### src/rtl/isl_pkg.sv
// Shared constants for the dual-source interrupt status latch.
// Assumes the source index sets the status bit: source i is shown on bit DATA_W-1-i.
package isl_pkg;
    localparam int NSRC    = 2;
    localparam int SRC_RTC = 0;
    localparam int SRC_DSK = 1;

    // Status bit position for a source index.
    function automatic int stat_bit(input int data_w, input int src);
        return data_w - 1 - src;
    endfunction
endpackage

### src/rtl/isl_edge_sync.sv
// Brings an asynchronous level into the clk domain and gives a one-cycle rise pulse.
// Assumes the input stays high and low for more than STAGES+1 clock cycles at a time.
// After reset the history is zero, so an input that is already high gives one rise.
module isl_edge_sync #(
    parameter int STAGES = 2
) (
    input  logic clk,
    input  logic rst_n,
    input  logic din,
    output logic rise
);
    localparam int LAST = STAGES;

    logic [LAST:0] sh;

    // Shift the input through the synchroniser and one history stage.
    always_ff @(posedge clk) begin
        if (!rst_n) sh <= '0;
        else        sh <= {sh[LAST-1:0], din};
    end

    // Rising edge: newest synchronised sample high, previous one low.
    always_comb rise = sh[LAST-1] & ~sh[LAST];
endmodule

### src/rtl/isl_pend_flag.sv
// One sticky pending flag; a set on the same edge as a clear wins.
// Assumes set and clr are synchronous to clk.
module isl_pend_flag (
    input  logic clk,
    input  logic rst_n,
    input  logic set,
    input  logic clr,
    output logic q
);
    // Hold the flag until cleared; a fresh set overrides the clear.
    always_ff @(posedge clk) begin
        if (!rst_n)   q <= 1'b0;
        else if (set) q <= 1'b1;
        else if (clr) q <= 1'b0;
    end
endmodule

### src/rtl/isl_stat_port.sv
// Decodes the status read and places the pending flags on the upper data bits.
// Assumes a read strobe lasts one cycle; the byte is combinational and is zero otherwise.
module isl_stat_port #(
    parameter int ADDR_W = 16,
    parameter int DATA_W = 8,
    parameter logic [ADDR_W-1:0] STAT_ADDR = 16'h37E0
) (
    input  logic                    rd_stb,
    input  logic [ADDR_W-1:0]       addr,
    input  logic [isl_pkg::NSRC-1:0] pend,
    output logic                    hit,
    output logic [DATA_W-1:0]       byte_q
);
    import isl_pkg::*;

    logic [DATA_W-1:0] image;

    // Address match qualified by the read strobe.
    always_comb hit = rd_stb && (addr == STAT_ADDR);

    // Place each source's flag on its own status bit.
    generate
        for (genvar b = 0; b < DATA_W; b++) begin : g_bit
            if (b >= DATA_W - NSRC) begin : g_src
                assign image[b] = pend[DATA_W-1-b];
            end else begin : g_zero
                assign image[b] = 1'b0;
            end
        end
    endgenerate

    // Drive the image only during a status read.
    always_comb byte_q = hit ? image : '0;
endmodule

### src/rtl/irq_status_latch.sv
// Dual-source interrupt status latch: a synchronised tick and a disk request each
// set a sticky flag; either flag asserts the active-low interrupt. A status read
// returns the flags and acknowledges the tick. A separate strobe acknowledges the disk.
// Assumes dsk_req, rd_stb and dsk_clr are synchronous to clk.
module irq_status_latch #(
    parameter int ADDR_W      = 16,
    parameter int DATA_W      = 8,
    parameter logic [ADDR_W-1:0] STAT_ADDR = 16'h37E0,
    parameter int SYNC_STAGES = 2
) (
    input  logic              clk,
    input  logic              rst_n,
    input  logic              tick_in,
    input  logic              dsk_req,
    input  logic              rd_stb,
    input  logic [ADDR_W-1:0] addr,
    input  logic              dsk_clr,
    output logic              irq_n,
    output logic [DATA_W-1:0] stat_q
);
    import isl_pkg::*;

    logic              tick_rise;
    logic              rd_hit;
    logic [NSRC-1:0]   set_v;
    logic [NSRC-1:0]   clr_v;
    logic [NSRC-1:0]   pend;

    isl_edge_sync #(.STAGES(SYNC_STAGES)) u_tick (
        .clk  (clk),
        .rst_n(rst_n),
        .din  (tick_in),
        .rise (tick_rise)
    );

    isl_stat_port #(
        .ADDR_W   (ADDR_W),
        .DATA_W   (DATA_W),
        .STAT_ADDR(STAT_ADDR)
    ) u_stat (
        .rd_stb(rd_stb),
        .addr  (addr),
        .pend  (pend),
        .hit   (rd_hit),
        .byte_q(stat_q)
    );

    // Route each source's set and clear event to its flag.
    always_comb begin
        set_v          = '0;
        clr_v          = '0;
        set_v[SRC_RTC] = tick_rise;
        clr_v[SRC_RTC] = rd_hit;
        set_v[SRC_DSK] = dsk_req;
        clr_v[SRC_DSK] = dsk_clr;
    end

    generate
        for (genvar i = 0; i < NSRC; i++) begin : g_flag
            isl_pend_flag u_flag (
                .clk  (clk),
                .rst_n(rst_n),
                .set  (set_v[i]),
                .clr  (clr_v[i]),
                .q    (pend[i])
            );
        end
    endgenerate

    // Interrupt is asserted (low) while any flag is pending.
    always_comb irq_n = ~(|pend);
endmodule

### config.mk
export PLATFORM = sky130hd
export DESIGN_NAME = irq_status_latch
export DESIGN_NICKNAME = d
export VERILOG_FILES = /design/src/rtl/isl_pkg.sv /design/src/rtl/isl_edge_sync.sv /design/src/rtl/isl_pend_flag.sv /design/src/rtl/isl_stat_port.sv /design/src/rtl/irq_status_latch.sv
export SDC_FILE = /design/constraint.sdc
export NUM_CORES = 1
export LEC_CHECK = 0
export BUFFER_PORTS_ARGS = -buffer_cell sky130_fd_sc_hd__buf_2
export CAP_MARGIN = 10
export CORE_AREA = 2 2 39 41
export CTS_CLUSTER_DIAMETER = 40
export DETAILED_ROUTE_END_ITERATION = 10
export DIE_AREA = 0 0 41 43
export MAX_ROUTING_LAYER = met4
export PLACE_DENSITY = 0.61
export SETUP_SLACK_MARGIN = 0.2
export SLEW_MARGIN = 20
export SYNTH_ARGS = -nofsm -noshare
export SYNTH_HDL_FRONTEND = slang
export SYNTH_SLANG_ARGS = --single-unit
### constraint.sdc
create_clock -name clk -period 1.25 [get_ports clk]
set_clock_uncertainty 0.05 [all_clocks]
set_input_delay 0.0625 -clock clk [delete_from_list [all_inputs] [get_ports clk]]
set_output_delay 0.0625 -clock clk [all_outputs]
set_load 0.05 [all_outputs]
; ---- Yosys cells after proc, flatten, opt, wreduce, memory -nomap -nowiden
; Index checks and enable logic that the tools add are counted.
[word_totals]
reg_bits = 5
latch_bits = 0
ramBits = 0
mem_bits_ro = 0
in_bits = 22
wordCells = 16
mem_count = 0
[op_classes]
addsub = 0
n_mul = 0
div_mod_pow = 0
magnitude_cmp = 0
n_eq_ne = 1
shift = 0
muxes = 5
bitwise_logic = 3
reduce_logical = 4
[ops]
columns = cell, count
row1 = $eq 16x14->1 const B, 1
row2 = $mux 8, 1
row3 = $mux 1, 4
row4 = $reduce_bool 2->1, 2
row5 = $not 1->1, 2
row6 = $reduce_or 2->1, 1
row7 = $and 1x1->1, 1
row8 = $logic_and 1x1->1, 1

; ---- Logic depth before layout (Yosys ltp)
; Gate-level depths: netlist of run 1.
[depth]
word_depth = 4
depth_mapped = 3
mapped_depth_nobuf = 3

; ---- Hierarchy
; A second synthesis of run 1 with hierarchy kept.
[hier_totals]
cells_unflattened = 30
area_unflattened_um2 = 307.8
[by_module_without_submodules]
columns = module, instances, cells_per_inst, area_each_um2, seq_area_each_um2
row1 = isl_stat_port, 1, 16, 128.9, 0.0
row2 = isl_edge_sync, 1, 7, 92.6, 60.1
row3 = isl_pend_flag, 2, 3, 41.3, 20.0
row4 = irq_status_latch, 1, 1, 3.8, 0.0

; ---- Worst setup path before layout of run 1
; Ideal clock, no wire load.
[synth_path]
path_type = input-to-output
startpoint = input addr[1]
endpoint = output stat_q[6]
arrival_ns = 1.695
t_required_ns = 1.138
setup_slack_ns = -0.558
cell_stages = 3
path_buffers = 0
path_cell_list = nand4b_1 > or4_4 > nor3_1
[synth_between]
elab_chain_cells = 3
[synth_lines]
columns = item, line_no
row1 = start: declaration, irq_status_latch.sv:16  ; input logic [ADDR_W-1:0] addr,
row2 = $eq 16x14->1, isl_stat_port.sv:19  ; always_comb hit = rd_stb && (addr == STAT_ADDR);
row3 = $logic_and 1x1->1, isl_stat_port.sv:19
row4 = $mux 8, isl_stat_port.sv:33  ; always_comb byte_q = hit ? image : '0;
row5 = end: declaration, irq_status_latch.sv:19  ; output logic [DATA_W-1:0] stat_q
; Every way passes these cells.

; ---- Final worst setup path of run 1
; Ends and elaborated chain as after synthesis.

==> out/metrics.cfg, run 1 <==
[run_status]
status = complete, no violations

[critical_path]
worstPathRequired_ns = 1.14
cp.arrival_ns = 1.12
max_stage_delay_ns = 0.48
cp_num_buf_inv = 2
worst_setup_path_start_kind = input port
crit_path_end_kind = output port
crit_family = simple AND/OR/NAND/NOR gates
critPathKind = in2out
cp_slowest_cell = or4_4
path_common_cell = buf_6
crit_path_max_fanout = 3
crit_chain = buf_6 -> nand4b_1 -> or4_4 -> nor3_4 -> buf_6

[timing]
setup_viol = 0
layout_setup_ws_ns = 0.0196
rsz0062_at_grt = true
drv_slew = 0
hold_viol_final = 0
period_needed_ns = 1.23
fmax_mhz = 813
period_share = 0.984

[synth]
ys_warn_count = 0
netlist_instances = 34
ys_seq_area_frac = 0.342
synth.avg_cell_area_um2 = 8.61
ys_ff_latch = 5
synth.distinct_cells = 18
syn_area_um2 = 293

[floorplanning]
die_w_um = 41
initial_core_util = 0.212
coreArea_mm2 = 0.00138
core.rowCount = 14
io_pins = 31
die_area_mm2 = 0.00176
die_y_um = 43

[global_route]
first_global_vias = 303
grt_pass1_wl_um = 1030
grt_overflow = 0
gr-usage-all-layers = 0.0907
antenna_found_initial = 0
grt_max_degree = 7

[cts]
cts_tree = yes
numCtsBuffers = 3
cts.path.max_buffers = 2
cts_sinks = 5
clk_pin_slew_ns = 0.05
cts_setup_buffers = 0
h-tree-depth = 1
root_buffer = clkbuf_4
clk-insertion-delay-late_ns = 0.24

[hold_path]
hold_path_class = in2reg

[place]
hpwlAfterDp_um = 552
numPortBuffers = 24
gp_congestion = 0.621
pre_cts_ws_ns = -0.0540
placed_cell_area_um2 = 439

[power]
p_leak_nw = 0.272
worst_ir_drop_vdd_mv = 0.476
p_per_area_mw_per_mm2 = 1020

[final_layout]
fillers = 144
area_growth_syn_to_layout_pct = 75.6
drive_above_1_share = 0.531
final_cell_mix = buf_2, conb_1, and2_1, clkbuf_4, dfxtp_1
finalInstanceArea_um2 = 514
final_common_cell = buf_2
fin_nets = 87
antenna_cells = 0
multi_input_area_um2 = 186
area.sequential_um2 = 101

[route]
wl_um = 765
dr.pass1.iters = 4
viasPerCell = 4.14
first_iter_violations = 4
drc = 0
vias = 331
ant_nets = 0
post_drt_wl_per_cell_um = 9.56

[run]
maxCapViolCount = 0

==> cells by family after synthesis <==
family,Yosys count,synth area share
AND/OR/NAND/NOR,16,0.368
AO/OA/AOI/OAI,3,0.0855
other,1,0.0128
flip-flops,5,0.342
buffers and inverters,9,0.192
==> metal layers <==
layer	global-route usage	up-vias	part of all wire	wire, um
met4	0.0800	0	0	0
met2	0.141	22	0.55	418
met3	0.0157	0	0.12	88
li1	-	166	-	-
met5	-	-	0	0
met1	0.0906	143	0.34	257
==> through the flow <==
stage / TNS [ns] / hold WS [ns] / std cells / power (mW) / util
after global placement: -0.0890 / 0.211 / 74 / 0.320 / 0.317
after detailed placement: -0.104 / 0.216 / 74 / 0.321 / 0.317
after floorplan: 0 / 0.130 / 39 / 0.292 / -
after global routing: -0.00666 / 0.0374 / 80 / 0.554 / 0.372
after CTS: 0 / 0.0383 / 80 / 0.523 / 0.364
final: 0 / 0.0448 / 80 / 0.522 / 0.372
==> final timing paths <==
kind	start	endpoint	slack (ns)	depth (start not counted)
max	addr[1]	stat_q[6]	0.02	5
min reg2reg	u_tick.sh[0]$_SDFF_PN0_	u_tick.sh[1]$_SDFF_PN0_	0.38	1
min	rst_n	g_flag[1].u_flag.q$_SDFFE_PN0P_	0.04	2
max reg2reg	u_tick.sh[1]$_SDFF_PN0_	g_flag[0].u_flag.q$_SDFFE_PN0P_	0.35	3
==> cell type report <==
| type | instances | area share |
|---|---|---|
| Inverter | 3 | 0.0219 |
| Sequential cell | 5 | 0.197 |
| Tap cell | 16 | 0.0389 |
| Timing Repair Buffer | 27 | 0.328 |
| Multi-Input combinational cell | 25 | 0.363 |
| Clock buffer | 4 | 0.0511 |
==> cell usage after synthesis (all sizes together) <==
| library cell | number | area share |
|---|---|---|
| buf | 6 | 0.15 |
| dfxtp | 5 | 0.34 |
| and2 | 4 | 0.085 |
| inv | 3 | 0.038 |
| nor2 | 2 | 0.026 |
| nor3 | 2 | 0.034 |
| a211o | 1 | 0.030 |
| a41oi | 1 | 0.030 |
| and4b | 1 | 0.034 |
| conb | 1 | 0.013 |
| nand2 | 1 | 0.013 |
| nand4 | 1 | 0.021 |
| nand4b | 1 | 0.030 |
| nor2b | 1 | 0.021 |
| nor4b | 1 | 0.030 |
| nor4bb | 1 | 0.034 |
| o21a | 1 | 0.026 |
| or4 | 1 | 0.038 |
==> timing repair <==
| action | in CTS | in global routing |
|---|---|---|
| gates resized for setup | 5 | 3 |
| endpoints found under the hold margin | 2 | 0 |
| cloned | 0 | 0 |
| hold buffers | 2 | 0 |
| setup endpoints to repair | 2 | 3 |
==> registers in the layout, indices dropped and copies added (netlist names) <==
signal / count
u_tick.sh: 3
g_flag.u_flag.q: 2
==> power breakdown <==
part,total (mW),internal (mW),switching [mW]
Combinational,0.149,0.0557,0.0930
Sequential,0.183,0.174,0.00923
Clock,0.190,0.121,0.0694
Power figures use the tool's default switching activity.
==> run 2, diff against run 1 <==
--- a/config.mk
+++ b/config.mk
@@ -6,7 +6,7 @@
 export NUM_CORES = 1
 export LEC_CHECK = 0
 export BUFFER_PORTS_ARGS = -buffer_cell sky130_fd_sc_hd__buf_2
-export CAP_MARGIN = 10
+export CAP_MARGIN = 20
 export CORE_AREA = 2 2 39 41
 export CTS_CLUSTER_DIAMETER = 40
 export DETAILED_ROUTE_END_ITERATION = 10
==> constraint.sdc (replaced) <==
create_clock -name clk -period 1.6 [get_ports clk]
set_clock_uncertainty 0.05 [all_clocks]
set_input_delay 0.08 -clock clk [delete_from_list [all_inputs] [get_ports clk]]
set_output_delay 0.08 -clock clk [all_outputs]
set_load 0.05 [all_outputs]
==> run 2 against run 1 <==
Combinational power is 28% lower. Clock power is 25% lower. Routed wire length is 15% lower. Setup slack better by 0.29 ns. Cell count is 1.3% lower. Register-to-register slack better by 0.32 ns. Design area is 10% lower. Power is 25% lower. Flip-flop and latch count stayed put. Sequential power is 23% lower. First-iteration DRC count is 50% lower.
==> out/metrics.cfg, run 2 (synthesized netlist as in run 1, its figures left out) <==
[run_status]
status = complete, no violations

[route]
vias = 315  ; -4.8%
dr.pass1.iters = 4  ; unchanged
drc = 0  ; unchanged
first_iter_violations = 2  ; -2
viasPerCell = 3.99  ; -3.6%
wl_um = 651  ; -15%
post_drt_wl_per_cell_um = 8.24  ; -14%
ant_nets = 0  ; unchanged

[final_layout]
largest_reg_flops = 3  ; unchanged
area_growth_syn_to_layout_pct = 58.1
top_register = u_tick.sh
finalNonFillerCells = 79  ; -1.3%
fillers = 158  ; +9.7%
fin_nets = 86  ; -1.1%
final_common_cell = buf_2
drive_above_1_share = 0.476  ; -0.0551
final_cell_mix = buf_2, conb_1, dfxtp_1
antenna_cells = 0  ; unchanged
fin_util = 0.335  ; -0.0371
reg_top3 = u_tick.sh (3), g_flag.u_flag.q (2)

[floorplanning]
initial_core_util = 0.212  ; unchanged
coreArea_mm2 = 0.00138  ; unchanged
core.rowCount = 14  ; unchanged
die_w_um = 41  ; unchanged
die_area_mm2 = 0.00176  ; unchanged
io_pins = 31  ; unchanged
die_y_um = 43  ; unchanged

[place]
placedCellCount = 73  ; -1.4%
numPortBuffers = 24  ; unchanged
pre_cts_ws_ns = 0.298  ; +0.352 ns
gp_congestion = 0.611  ; -1.5%

[timing]
setup_viol = 0  ; unchanged
final.setup.tns_ns = 0  ; unchanged
drv_slew = 0  ; unchanged
hold_viol_final = 0  ; unchanged
layout_setup_ws_ns = 0.305  ; +0.285 ns
fmax_mhz = 772
rsz0062_at_grt = false
period_share = 0.809
period_needed_ns = 1.30

[cts]
cts.path.max_buffers = 2  ; unchanged
numCtsBuffers = 3  ; unchanged
h-tree-depth = 1  ; unchanged
clk_pin_slew_ns = 0.04  ; about the same
cts_sinks = 5  ; unchanged
cts_tree = yes
cts_setup_buffers = 0  ; unchanged
root_buffer = clkbuf_4
clk-insertion-delay-late_ns = 0.23  ; about the same

[critical_path]
worstPathRequired_ns = 1.47  ; +0.33 ns
critPathKind = in2out
max_stage_delay_ns = 0.45  ; -0.03 ns
cp.arrival_ns = 1.17  ; +0.05 ns
worst_setup_path_start_kind = input port
crit_family = simple AND/OR/NAND/NOR gates
crit_path_max_fanout = 3  ; unchanged
cp_num_buf_inv = 2  ; unchanged
crit_chain = buf_2 -> nand4b_1 -> or4_4 -> nor3_2 -> buf_2
cp_slowest_cell = or4_4
crit_path_end_kind = output port
path_common_cell = buf_2

[global_route]
grt_overflow = 0  ; unchanged
gr-usage-all-layers = 0.0801  ; -0.0106
antenna_found_initial = 0  ; unchanged
first_global_vias = 287  ; -5.3%
grt_pass1_wl_um = 917  ; -11%
grt_max_degree = 7  ; unchanged

[power]
total_power_mw = 0.390  ; -25%
p_per_area_mw_per_mm2 = 843  ; -17%
p_leak_nw = 0.240  ; -12%
worst_ir_drop_vdd_mv = 0.427  ; -10%

[hold_path]
hold_path_class = in2reg

[run]
maxCapViolCount = 0  ; unchanged

==> run 2: cell count changes in the layout (fill, tap and decap cells not counted), moves of 2 or more <==
cell | before | now
buf_6 | 3 | 0
nor3_2 | 0 | 2
buf_2 | 20 | 24
nor3_4 | 2 | 0
==> run 2: stage by stage <==
step	hold slack, ns	cell area, um2
after floorplan	0.148	322
after global placement	0.231	417
after detailed placement	0.236	417
after CTS	0.000824	453
after global routing	0.0640	463
final	0.0733	463
==> run 2: repair_timing <==
item	in CTS	in global routing
resized for setup	0	0
hold buffers	1	1
hold endpoints to repair	1	1
==> run 2: worst paths after layout <==
| path | startpoint | end | slack [ns] | cells past startpoint |
|---|---|---|---|---|
| setup / recovery | addr[1] | stat_q[6] | 0.30 | 5 |
| hold / removal | rst_n | g_flag[1].u_flag.q$_SDFFE_PN0P_ | 0.07 | 2 |
| setup reg to reg | u_tick.sh[1]$_SDFF_PN0_ | g_flag[0].u_flag.q$_SDFFE_PN0P_ | 0.67 | 3 |
| hold reg to reg | u_tick.sh[0]$_SDFF_PN0_ | u_tick.sh[1]$_SDFF_PN0_ | 0.38 | 1 |
==> run 2: where the power goes <==
group / internal, mW / total, mW / leakage, nW / switching, mW
registers: 0.135 / 0.141 / 0.0415 / 0.00577
logic: 0.0388 / 0.108 / 0.184 / 0.0689
clock network: 0.0940 / 0.142 / 0.0150 / 0.0476
total: 0.268 / 0.390 / 0.240 / 0.122
==> run 2: area by class of cell <==
| cell class | count | area [um2] | area share |
|---|---|---|---|
| multi-input combinational | 25 | 165 | 0.357 |
| inverter | 3 | 11.3 | 0.0243 |
| sequential | 5 | 100 | 0.216 |
| tap | 16 | 20.0 | 0.0432 |
| timing repair buffer | 26 | 140 | 0.303 |
| clock buffer | 4 | 26.3 | 0.0568 |
==> run 2: routing by layer <==
layer  vias to the layer above  GRT usage  wire length, um
li1                        163          -                -
met1                       135     0.0639              258
met2                        17      0.134              328
met3                         0     0.0157               65
met4                         0     0.0800                0
met5                         -          -                0
==> run 3, diff against run 2 <==
==> constraint.sdc (replaced) <==
create_clock -name clk -period 1.3 [get_ports clk]
set_clock_uncertainty 0.05 [all_clocks]
set_input_delay 0.065 -clock clk [delete_from_list [all_inputs] [get_ports clk]]
set_output_delay 0.065 -clock clk [all_outputs]
set_load 0.05 [all_outputs]
==> run 3 against run 2 <==
Routed wire length up 0.46%. Sequential power up 23%. Count of clock-buffer cells in the layout unchanged. First-iteration DRC count up 50%. Non-clock buffer count up 1. Clock power up 24%. Largest power group unchanged. Register-to-register slack worse by 0.28 ns. Utilization up 3.0 points. Flip-flop and latch count unchanged. Power up 25%.
==> out/metrics.cfg, run 3 (synthesized netlist as in run 1, its figures left out) <==
[critical_path]
crit_path_end_kind = output port
critPathKind = in2out
worst_setup_path_start_kind = input port
cp.arrival_ns = 1.10  ; -0.07 ns
worstPathRequired_ns = 1.19  ; -0.28 ns
crit_path_start = addr[1]
rr_startpoint = u_tick.sh[1]$_SDFF_PN0_
crit_path_max_fanout = 3  ; unchanged

[final_layout]
final_cell_mix = buf_2, conb_1, dfxtp_1
area_growth_syn_to_layout_pct = 72.2
fin_nets = 87  ; +1.2%
top_register = u_tick.sh
reg_top3 = u_tick.sh (3), g_flag.u_flag.q (2)
antenna_cells = 0  ; unchanged
drive_above_1_share = 0.500  ; +0.0238
fin_util = 0.364  ; +0.0298
final_common_cell = buf_2
largest_reg_flops = 3  ; unchanged

[cts]
cts_tree = yes
cts_sinks = 5  ; unchanged
cts.path.max_buffers = 2  ; unchanged
root_buffer = clkbuf_4
numCtsBuffers = 3  ; unchanged
cts_setup_buffers = 0  ; unchanged
clk-insertion-delay-late_ns = 0.24  ; about the same
clk_pin_slew_ns = 0.04  ; about the same
h-tree-depth = 1  ; unchanged

[global_route]
grt_most_used_layer = met2
grtUsageMet3 = 0.0576  ; +0.0419
first_global_vias = 291  ; +1.4%
antenna_found_initial = 0  ; unchanged
grt_pass1_wl_um = 966  ; +5.3%
gr-usage-all-layers = 0.0835  ; +0.00342
grt_max_degree = 7  ; unchanged
grt_overflow = 0  ; unchanged
met2_usage = 0.138  ; +0.00313
gr-usage-met1 = 0.0647  ; +0.000827

[hold_path]
hold_path_startpoint = rst_n
hold_path_class = in2reg

[timing]
period_needed_ns = 1.21
fin_hold_ws_ns = 0.0560  ; -0.0173 ns
fmax_mhz = 826
period_share = 0.931
hold_viol_final = 0  ; unchanged
drv_slew = 0  ; unchanged
rsz0062_at_grt = true
setup_viol = 0  ; unchanged

[place]
gp_congestion = 0.594  ; -2.8%
numPortBuffers = 24  ; unchanged

[power]
worst_ir_drop_vdd_mv = 0.630  ; +48%
seqPwrFrac = 0.355  ; -0.006
p_clk_frac = 0.360  ; -0.003
switching_share = 0.319  ; +0.00548
p_leak_nw = 0.270  ; +12%
netSwitchingPower_mw = 0.156  ; +27%
p_comb_frac = 0.284  ; +0.008
p_int_mw = 0.333  ; +24%
p_per_area_mw_per_mm2 = 969  ; +15%

[floorplanning]
die_w_um = 41  ; unchanged
core.rowCount = 14  ; unchanged
io_pins = 31  ; unchanged
coreArea_mm2 = 0.00138  ; unchanged
initial_core_util = 0.212  ; unchanged
die_area_mm2 = 0.00176  ; unchanged
die_y_um = 43  ; unchanged

[route]
vias = 332  ; +5.4%
post_drt_wl_per_cell_um = 8.18  ; -0.79%
ant_nets = 0  ; unchanged
drc = 0  ; unchanged
viasPerCell = 4.15  ; +4.1%
wl_um = 654  ; +0.46%
first_iter_violations = 3  ; +1
dr.pass1.iters = 2  ; -2

[run]
maxCapViolCount = 0  ; unchanged

[run_status]
status = complete, no violations

[run 3: power by group through the flow]
stage | combinational [mW] | clock [mW] | sequential [mW]
after floorplan | 0.104 | 0 | 0.174
after global placement | 0.128 | 0 | 0.176
after detailed placement | 0.130 | 0 | 0.177
after CTS | 0.137 | 0.186 | 0.174
after global routing | 0.149 | 0.195 | 0.176
final | 0.139 | 0.176 | 0.174
[run 3: stage by stage]
step | instances | worst slack (ns) | power, mW | area (um2) | TNS (ns)
after floorplan | 39 | 0.0861 | 0.278 | 334 | 0
after global placement | 74 | -0.00117 | 0.304 | 437 | -0.00117
after detailed placement | 74 | 0.00312 | 0.307 | 437 | 0
after CTS | 80 | 0.0864 | 0.496 | 502 | 0
after global routing | 80 | 0.0390 | 0.520 | 504 | 0
final | 80 | 0.0899 | 0.489 | 504 | 0
[run 3: path summary, 6_finish.rpt]
check | to | cells after the start | slack [ns]
setup / recovery | stat_q[7] | 5 | 0.09
hold / removal | u_tick.sh[1]$_SDFF_PN0_ | 2 | 0.06
setup reg to reg | g_flag[0].u_flag.q$_SDFFE_PN0P_ | 3 | 0.39
hold reg to reg | u_tick.sh[1]$_SDFF_PN0_ | 1 | 0.38
[run 3: layout make-up]
type                            count  area (um2)
Clock buffer                        4        26.3
Fill cell                         145         880
Inverter                            3        11.3
Multi-Input combinational cell     25         184
Sequential cell                     5         100
Tap cell                           16        20.0
Timing Repair Buffer               27         163
[run 3: worst max-delay path, cell delays in order]
cell,delay [ns]
buf_2,0.09
nand4b_1,0.15
or4_4,0.47
nor3_4,0.14
buf_6,0.18
[run 3: routing by layer]
metal	share of wire	vias to the layer above	wire, um
met5	0	-	0
met1	0.34	147	222
met2	0.53	17	344
met3	0.13	0	87
met4	0	0	0
li1	-	168	-
[run 3: what timing repair did]
item / in CTS / in global routing
gates resized for setup: 5 / 1
endpoints found under the hold margin: 2 / 0
setup endpoints to repair: 2 / 3
hold buffers: 2 / 0
